### config.mk
export PLATFORM = sky130hd
export DESIGN_NAME = exc_entry_seq
export DESIGN_NICKNAME = d
export VERILOG_FILES = /design/src/rtl/exc_entry_pkg.sv /design/src/rtl/exc_entry_ctrl.sv /design/src/rtl/exc_entry_dp.sv /design/src/rtl/exc_entry_seq.sv
export SDC_FILE = /design/constraint.sdc
export NUM_CORES = 1
export LEC_CHECK = 0
export BUFFER_PORTS_ARGS = -buffer_cell sky130_fd_sc_hd__buf_2
export CAP_MARGIN = 20
export CORE_AREA = 2 2 160 162
export CTS_BUF_LIST = sky130_fd_sc_hd__clkbuf_8
export CTS_CLUSTER_DIAMETER = 200
export DETAILED_ROUTE_END_ITERATION = 10
export DIE_AREA = 0 0 162 164
export GPL_TIMING_DRIVEN = 0
export SYNTH_ARGS = -nofsm -noshare
export SYNTH_HDL_FRONTEND = slang
export SYNTH_SLANG_ARGS = --single-unit
### constraint.sdc
create_clock -name clk -period 7.4 [get_ports clk]
set_input_delay 1.48 -clock clk [delete_from_list [all_inputs] [get_ports clk]]
set_output_delay 1.48 -clock clk [all_outputs]
set_load 0.01 [all_outputs]
### src/rtl/exc_entry_pkg.sv
package exc_entry_pkg;

  localparam int CODE_W = 12;

  localparam logic [CODE_W-1:0] CODE_TRAP     = 12'h160;
  localparam logic [CODE_W-1:0] CODE_RESV     = 12'h180;
  localparam logic [CODE_W-1:0] CODE_TLB_RD   = 12'h040;
  localparam logic [CODE_W-1:0] CODE_TLB_WR   = 12'h060;
  localparam logic [CODE_W-1:0] CODE_TLB_INIT = 12'h080;
  localparam logic [CODE_W-1:0] CODE_PROT_RD  = 12'h0A0;
  localparam logic [CODE_W-1:0] CODE_PROT_WR  = 12'h0C0;

  localparam int BIT_MD = 30;
  localparam int BIT_RB = 29;
  localparam int BIT_BL = 28;

  typedef struct packed {
    logic loadShadow;
    logic loadIntEvt;
    logic loadExcEvt;
    logic loadFault;
    logic trapAdjust;
  } entry_strobe_t;

endpackage

### src/rtl/exc_entry_ctrl.sv
module exc_entry_ctrl
  import exc_entry_pkg::*;
#(
  parameter int CODE_BITS = CODE_W
) (
  input  logic                 clk,
  input  logic                 rstN,
  input  logic                 takeReq,
  input  logic [CODE_BITS-1:0] excCode,
  input  logic [CODE_BITS-1:0] intCode,
  input  logic                 blockBit,
  output entry_strobe_t        strobe,
  output logic                 entryDone,
  output logic                 blockErr,
  output logic                 resvFlag
);

  logic isInterrupt;
  logic isTrap;
  logic isResv;
  logic isXlate;

  function automatic logic xlateCode(input logic [CODE_BITS-1:0] c);
    logic hit;
    hit = 1'b0;
    if (c == CODE_BITS'(CODE_TLB_RD))   hit = 1'b1;
    if (c == CODE_BITS'(CODE_TLB_WR))   hit = 1'b1;
    if (c == CODE_BITS'(CODE_TLB_INIT)) hit = 1'b1;
    if (c == CODE_BITS'(CODE_PROT_RD))  hit = 1'b1;
    if (c == CODE_BITS'(CODE_PROT_WR))  hit = 1'b1;
    return hit;
  endfunction

  always_comb begin
    isInterrupt = (intCode != '0);
    isTrap      = !isInterrupt && (excCode == CODE_BITS'(CODE_TRAP));
    isResv      = !isInterrupt && (excCode == CODE_BITS'(CODE_RESV));
    isXlate     = !isInterrupt && xlateCode(excCode);
  end

  always_comb begin
    strobe            = '0;
    strobe.loadShadow = takeReq;
    strobe.loadIntEvt = takeReq && isInterrupt;
    strobe.loadExcEvt = takeReq && !isInterrupt;
    strobe.loadFault  = takeReq && isXlate;
    strobe.trapAdjust = isTrap;
  end

  always_ff @(posedge clk) begin
    if (!rstN) begin
      entryDone <= 1'b0;
      blockErr  <= 1'b0;
      resvFlag  <= 1'b0;
    end else begin
      entryDone <= takeReq;
      blockErr  <= takeReq && blockBit;
      resvFlag  <= takeReq && isResv;
    end
  end

endmodule

### src/rtl/exc_entry_dp.sv
module exc_entry_dp
  import exc_entry_pkg::*;
#(
  parameter int XLEN      = 32,
  parameter int CODE_BITS = CODE_W,
  parameter int VEC_OFF   = 'h100,
  parameter int INSN_BYTES = 2
) (
  input  logic                 clk,
  input  logic                 rstN,
  input  entry_strobe_t        strobe,
  input  logic [CODE_BITS-1:0] excCode,
  input  logic [CODE_BITS-1:0] intCode,
  input  logic [XLEN-1:0]      faultAddr,
  input  logic [XLEN-1:0]      curPc,
  input  logic [XLEN-1:0]      curSr,
  input  logic [XLEN-1:0]      curR15,
  input  logic [XLEN-1:0]      vecBase,
  output logic [XLEN-1:0]      savedPc,
  output logic [XLEN-1:0]      savedSr,
  output logic [XLEN-1:0]      savedGr,
  output logic [CODE_BITS-1:0] intEvent,
  output logic [CODE_BITS-1:0] excEvent,
  output logic [XLEN-1:0]      faultVa,
  output logic [XLEN-1:0]      newSr,
  output logic [XLEN-1:0]      newPc
);

  localparam logic [XLEN-1:0] FORCE_MASK =
    (XLEN'(1) << BIT_MD) | (XLEN'(1) << BIT_RB) | (XLEN'(1) << BIT_BL);

  logic [XLEN-1:0] pcStep;
  logic [XLEN-1:0] pcToSave;
  logic [XLEN-1:0] vectorPc;

  always_comb begin
    pcStep   = strobe.trapAdjust ? XLEN'(INSN_BYTES) : '0;
    pcToSave = curPc + pcStep;
    vectorPc = vecBase + XLEN'(VEC_OFF);
  end

  always_ff @(posedge clk) begin
    if (!rstN) begin
      savedPc <= '0;
      savedSr <= '0;
      savedGr <= '0;
      newSr   <= '0;
      newPc   <= '0;
    end else if (strobe.loadShadow) begin
      savedPc <= pcToSave;
      savedSr <= curSr;
      savedGr <= curR15;
      newSr   <= curSr | FORCE_MASK;
      newPc   <= vectorPc;
    end
  end

  always_ff @(posedge clk) begin
    if (!rstN) begin
      intEvent <= '0;
      excEvent <= '0;
    end else begin
      if (strobe.loadIntEvt) intEvent <= intCode;
      if (strobe.loadExcEvt) excEvent <= excCode;
    end
  end

  always_ff @(posedge clk) begin
    if (!rstN) faultVa <= '0;
    else if (strobe.loadFault) faultVa <= faultAddr;
  end

endmodule

### src/rtl/exc_entry_seq.sv
module exc_entry_seq
  import exc_entry_pkg::*;
#(
  parameter int XLEN      = 32,
  parameter int CODE_BITS = CODE_W,
  parameter int VEC_OFF   = 'h100
) (
  input  logic                 clk,
  input  logic                 rstN,
  input  logic                 takeReq,
  input  logic [CODE_BITS-1:0] excCode,
  input  logic [CODE_BITS-1:0] intCode,
  input  logic [XLEN-1:0]      faultAddr,
  input  logic [XLEN-1:0]      curPc,
  input  logic [XLEN-1:0]      curSr,
  input  logic [XLEN-1:0]      curR15,
  input  logic [XLEN-1:0]      vecBase,
  output logic [XLEN-1:0]      savedPc,
  output logic [XLEN-1:0]      savedSr,
  output logic [XLEN-1:0]      savedGr,
  output logic [CODE_BITS-1:0] intEvent,
  output logic [CODE_BITS-1:0] excEvent,
  output logic [XLEN-1:0]      faultVa,
  output logic [XLEN-1:0]      newSr,
  output logic [XLEN-1:0]      newPc,
  output logic                 entryDone,
  output logic                 blockErr,
  output logic                 resvFlag
);

  entry_strobe_t strobe;

  exc_entry_ctrl #(.CODE_BITS(CODE_BITS)) ctrl_i (
    .clk       (clk),
    .rstN      (rstN),
    .takeReq   (takeReq),
    .excCode   (excCode),
    .intCode   (intCode),
    .blockBit  (curSr[BIT_BL]),
    .strobe    (strobe),
    .entryDone (entryDone),
    .blockErr  (blockErr),
    .resvFlag  (resvFlag)
  );

  exc_entry_dp #(
    .XLEN      (XLEN),
    .CODE_BITS (CODE_BITS),
    .VEC_OFF   (VEC_OFF),
    .INSN_BYTES(2)
  ) dp_i (
    .clk       (clk),
    .rstN      (rstN),
    .strobe    (strobe),
    .excCode   (excCode),
    .intCode   (intCode),
    .faultAddr (faultAddr),
    .curPc     (curPc),
    .curSr     (curSr),
    .curR15    (curR15),
    .vecBase   (vecBase),
    .savedPc   (savedPc),
    .savedSr   (savedSr),
    .savedGr   (savedGr),
    .intEvent  (intEvent),
    .excEvent  (excEvent),
    .faultVa   (faultVa),
    .newSr     (newSr),
    .newPc     (newPc)
  );

endmodule

==> key figures <==
Final layout
  – Synth-to-Final Area Change: 35.3%
  – Filler cells: 2592
  – Commonest non-fill, non-tap cell in the layout: buf_2
  – Commonest cells after routing, fill and taps aside: 409 x buf_2, 188 x dfxtp_1, 125 x nand2_1
  – Multi-input logic area: 3740 um^2
  – Sequential Area: 3760 um^2
  – Layout cells sized above 1: 0.358
  – NumNets Final: 1515

Critical path
  – WP data arrival: 5040 ps
  – Critical-path cell list: buf_2 -> nor4_2 -> nand3_1 -> nor4_1 -> and4b_1 -> ha_1 -> ha_1 -> and4_1 -> clkbuf_1 -> nand4_1 -> clkbuf_1 -> or3_1 -> a311oi_1
  – Data required time at the worst endpoint: 7770 ps
  – Crit. End Element: flop
  – Largest stage delay, worst path: 520 ps
  – CP startpoint kind: primary input
  – Kind of critical path: primary input to flop
  – CP max-delay cell: nor4_2
  – CP max FO: 10

CTS
  – H-tree depth: 4
  – Postcts setup bufs: 0
  – Worst-Skew Late Latency: 450 ps
  – Register clock-pin slew on the reported worst setup and hold paths: 100 ps
  – Clock sink count: 188
  – Hold-fix buffers at CTS: 0
  – CTS tree: built
  – Post-CTS Resized: 0
  – Inserted Clock Buffers: 17
  – Clock root buffer: clkbuf_8
  – Bufs on Longest Clock Path: 2

Synthesis
  – Yosys warns: 0
  – Combinational family with the most area after synthesis: simple AND/OR/NAND/NOR gates
  – Yosys top cell area share: 0.468
  – Post-Syn Instances: 902
  – Post-synth EDFFs: 0
  – Fraction of registers with async set/reset: 0
  – Adder-Cell Fraction of Synth Area: 0.00466
  – Synthesis-stage register bit count: 188
  – Net Count, Synth: 1092
  – Xor/xnor cell area share of the yosys netlist: 0.0218
  – Syn avg cell area: 8.92 um^2
  – Compound-gate portion of the synthesized area: 0.103
  – Fraction of synthesized area in multiplexers: 0.138
  – Cell Area, Synth: 8050 um^2
  – Synth area leader: dfxtp_1
  – Register area share after synthesis: 0.468
  – Simple-Gate Fraction of Synth Area: 0.197
  – Ys flop type: dfxtp_1
  – Largest cells by area after synthesis: dfxtp_1 47%, mux2i_1 14%, nand2_1 5.8%
  – Distinct cells, synth: 39

STA
  – Crit path setup slack, layout: 2730 ps
  – Tcrit/Tclk final: 0.630
  – Clock skew: 0 ps
  – Min cycle time layout: 4670 ps
  – Max Clock Freq: 214 MHz
  – Slew margin rel.: 0.511
  – Worst slew pin tran: 733 ps
  – Max Slew Vio Count: 0
  – Endpoints failing hold: 0
  – Final setup TNS: 0 ps
  – RSZ-0062 raised after global routing: false
  – Setup violations, final: 0

Global route
  – Largest net degree at the start of global routing: 19
  – Initial antenna violation count: 3
  – Number of global-route vias before repair: 7632
  – Grt total ovfl: 0
  – Total track usage: 0.208
  – First-pass GRT wire length: 42.5 mm

Drt
  – Drt pass-1 iters: 5
  – DRT antenna net count: 0
  – Routed len/inst: 17.1 um
  – Routed wire length: 28.6 mm
  – DR vias: 8078
  – Number of vias per cell: 4.84
  – DRC: 0
  – Iteration-0 DRC Markers: 399

Placement
  – Post-DP HPWL: 22.7 mm
  – Pre-CTS setup slack: 2230 ps
  – Routability cong.: 0.803
  – Count of input and output buffers: 404

Power
  – Leakage: 5.45 nW
  – VDD IR-drop max: 0.112 mV
  – Post-layout power: 2.12 mW
  – Power per Cell Area: 194 nW/um^2

Floorplanning
  – Initial Util: 0.324
  – Die boundary height: 164 um
  – DIE AREA: 26600 um^2
  – Io pins: 406
  – Core area: 24800 um^2
  – # rows: 58
  – Die width: 162 um

Flow run
  – Max cap viols: 0

Worst hold path
  – Min-Delay Path Class: flop to flop

Run status
  – Status: completed
[cell families after synthesis]
| group | count (synthesis) |
|---|---|
| multiplexers | 111 |
| XOR/XNOR | 20 |
| flip-flops | 188 |
| buffers and inverters | 107 |
| AO/OA/AOI/OAI | 139 |
| AND/OR/NAND/NOR | 334 |
| adder cells (fa/ha/maj) | 3 |
[final timing paths]
kind / start / to / slack [ps] / cells after the start
setup / recovery: intCode[6] / dp_i.savedPc[19] / 2730 / 13
hold / removal: dp_i.faultVa[15] / dp_i.faultVa[15] / 460 / 2
setup reg to reg: dp_i.newPc[30] / dp_i.newPc[30] / 6450 / 2
hold reg to reg: dp_i.faultVa[15] / dp_i.faultVa[15] / 460 / 2
[critical path: cells and delay by family]
kind	cells	cell delay, ps
simple gates	7	2130
buf+inv	3	680
fa+ha+maj	2	470
compound gates	1	260
[synthesized netlist by cell type (all sizes together), types with 4 or more instances]
cell type / number
nand2: 125
nand4: 17
xnor2: 9
nor2: 96
and3: 8
inv: 11
a211oi: 9
nor3: 5
a21oi: 34
o21ai: 48
mux2i: 111
a311oi: 4
xor2: 11
a31oi: 22
nor4: 7
or3: 14
nand3: 22
clkbuf: 52
and4: 14
buf: 43
or4: 19
dfxtp: 188
o31ai: 15
[flip-flops by register name (all words and copies together), names as in the netlist]
name,count
dp_i.faultVa,32
dp_i.newPc,32
dp_i.savedGr,32
dp_i.savedPc,32
dp_i.newSr,30
dp_i.excEvent,12
dp_i.intEvent,12
dp_i.savedSr,3
ctrl_i.blockErr,1
ctrl_i.entryDone,1
ctrl_i.resvFlag,1
[power breakdown]
group          total (mW)  internal, mW  switching (mW)
Clock               0.707         0.290           0.417
Sequential           1.09          1.06          0.0280
Combinational       0.322         0.141           0.181
[per-stage QoR]
| step | instances | utilization | cell area (um^2) | hold WS, ps |
|---|---|---|---|---|
| after CTS | 1667 | 0.438 | 10900 | 458 |
| after detailed placement | 1636 | 0.422 | 10500 | 445 |
| after global routing | 1669 | 0.439 | 10900 | 474 |
| final | 1670 | 0.439 | 10900 | 458 |
| after global placement | 1636 | 0.422 | 10500 | 439 |
| after floorplan | 902 | - | 8050 | 481 |
[metal layers]
metal,track usage,part of all wire,wire [um],vias to the layer above
met5,0,0,0,-
met4,0.0628,0.016,464,0
met3,0.0601,0.077,2200,26
met2,0.352,0.48,13700,318
met1,0.255,0.43,12200,3743
li1,-,-,-,3991
[layout make-up]
type | count | area share
inverter | 12 | 0.00414
sequential | 188 | 0.346
buffer | 95 | 0.0461
clock buffer | 18 | 0.0227
timing repair buffer | 404 | 0.186
antenna | 3 | 0.000689
multi-input combinational | 607 | 0.343
tap | 330 | 0.0379
clock inverter | 13 | 0.0139
No activity file was read; power rests on OpenSTA's default activity.
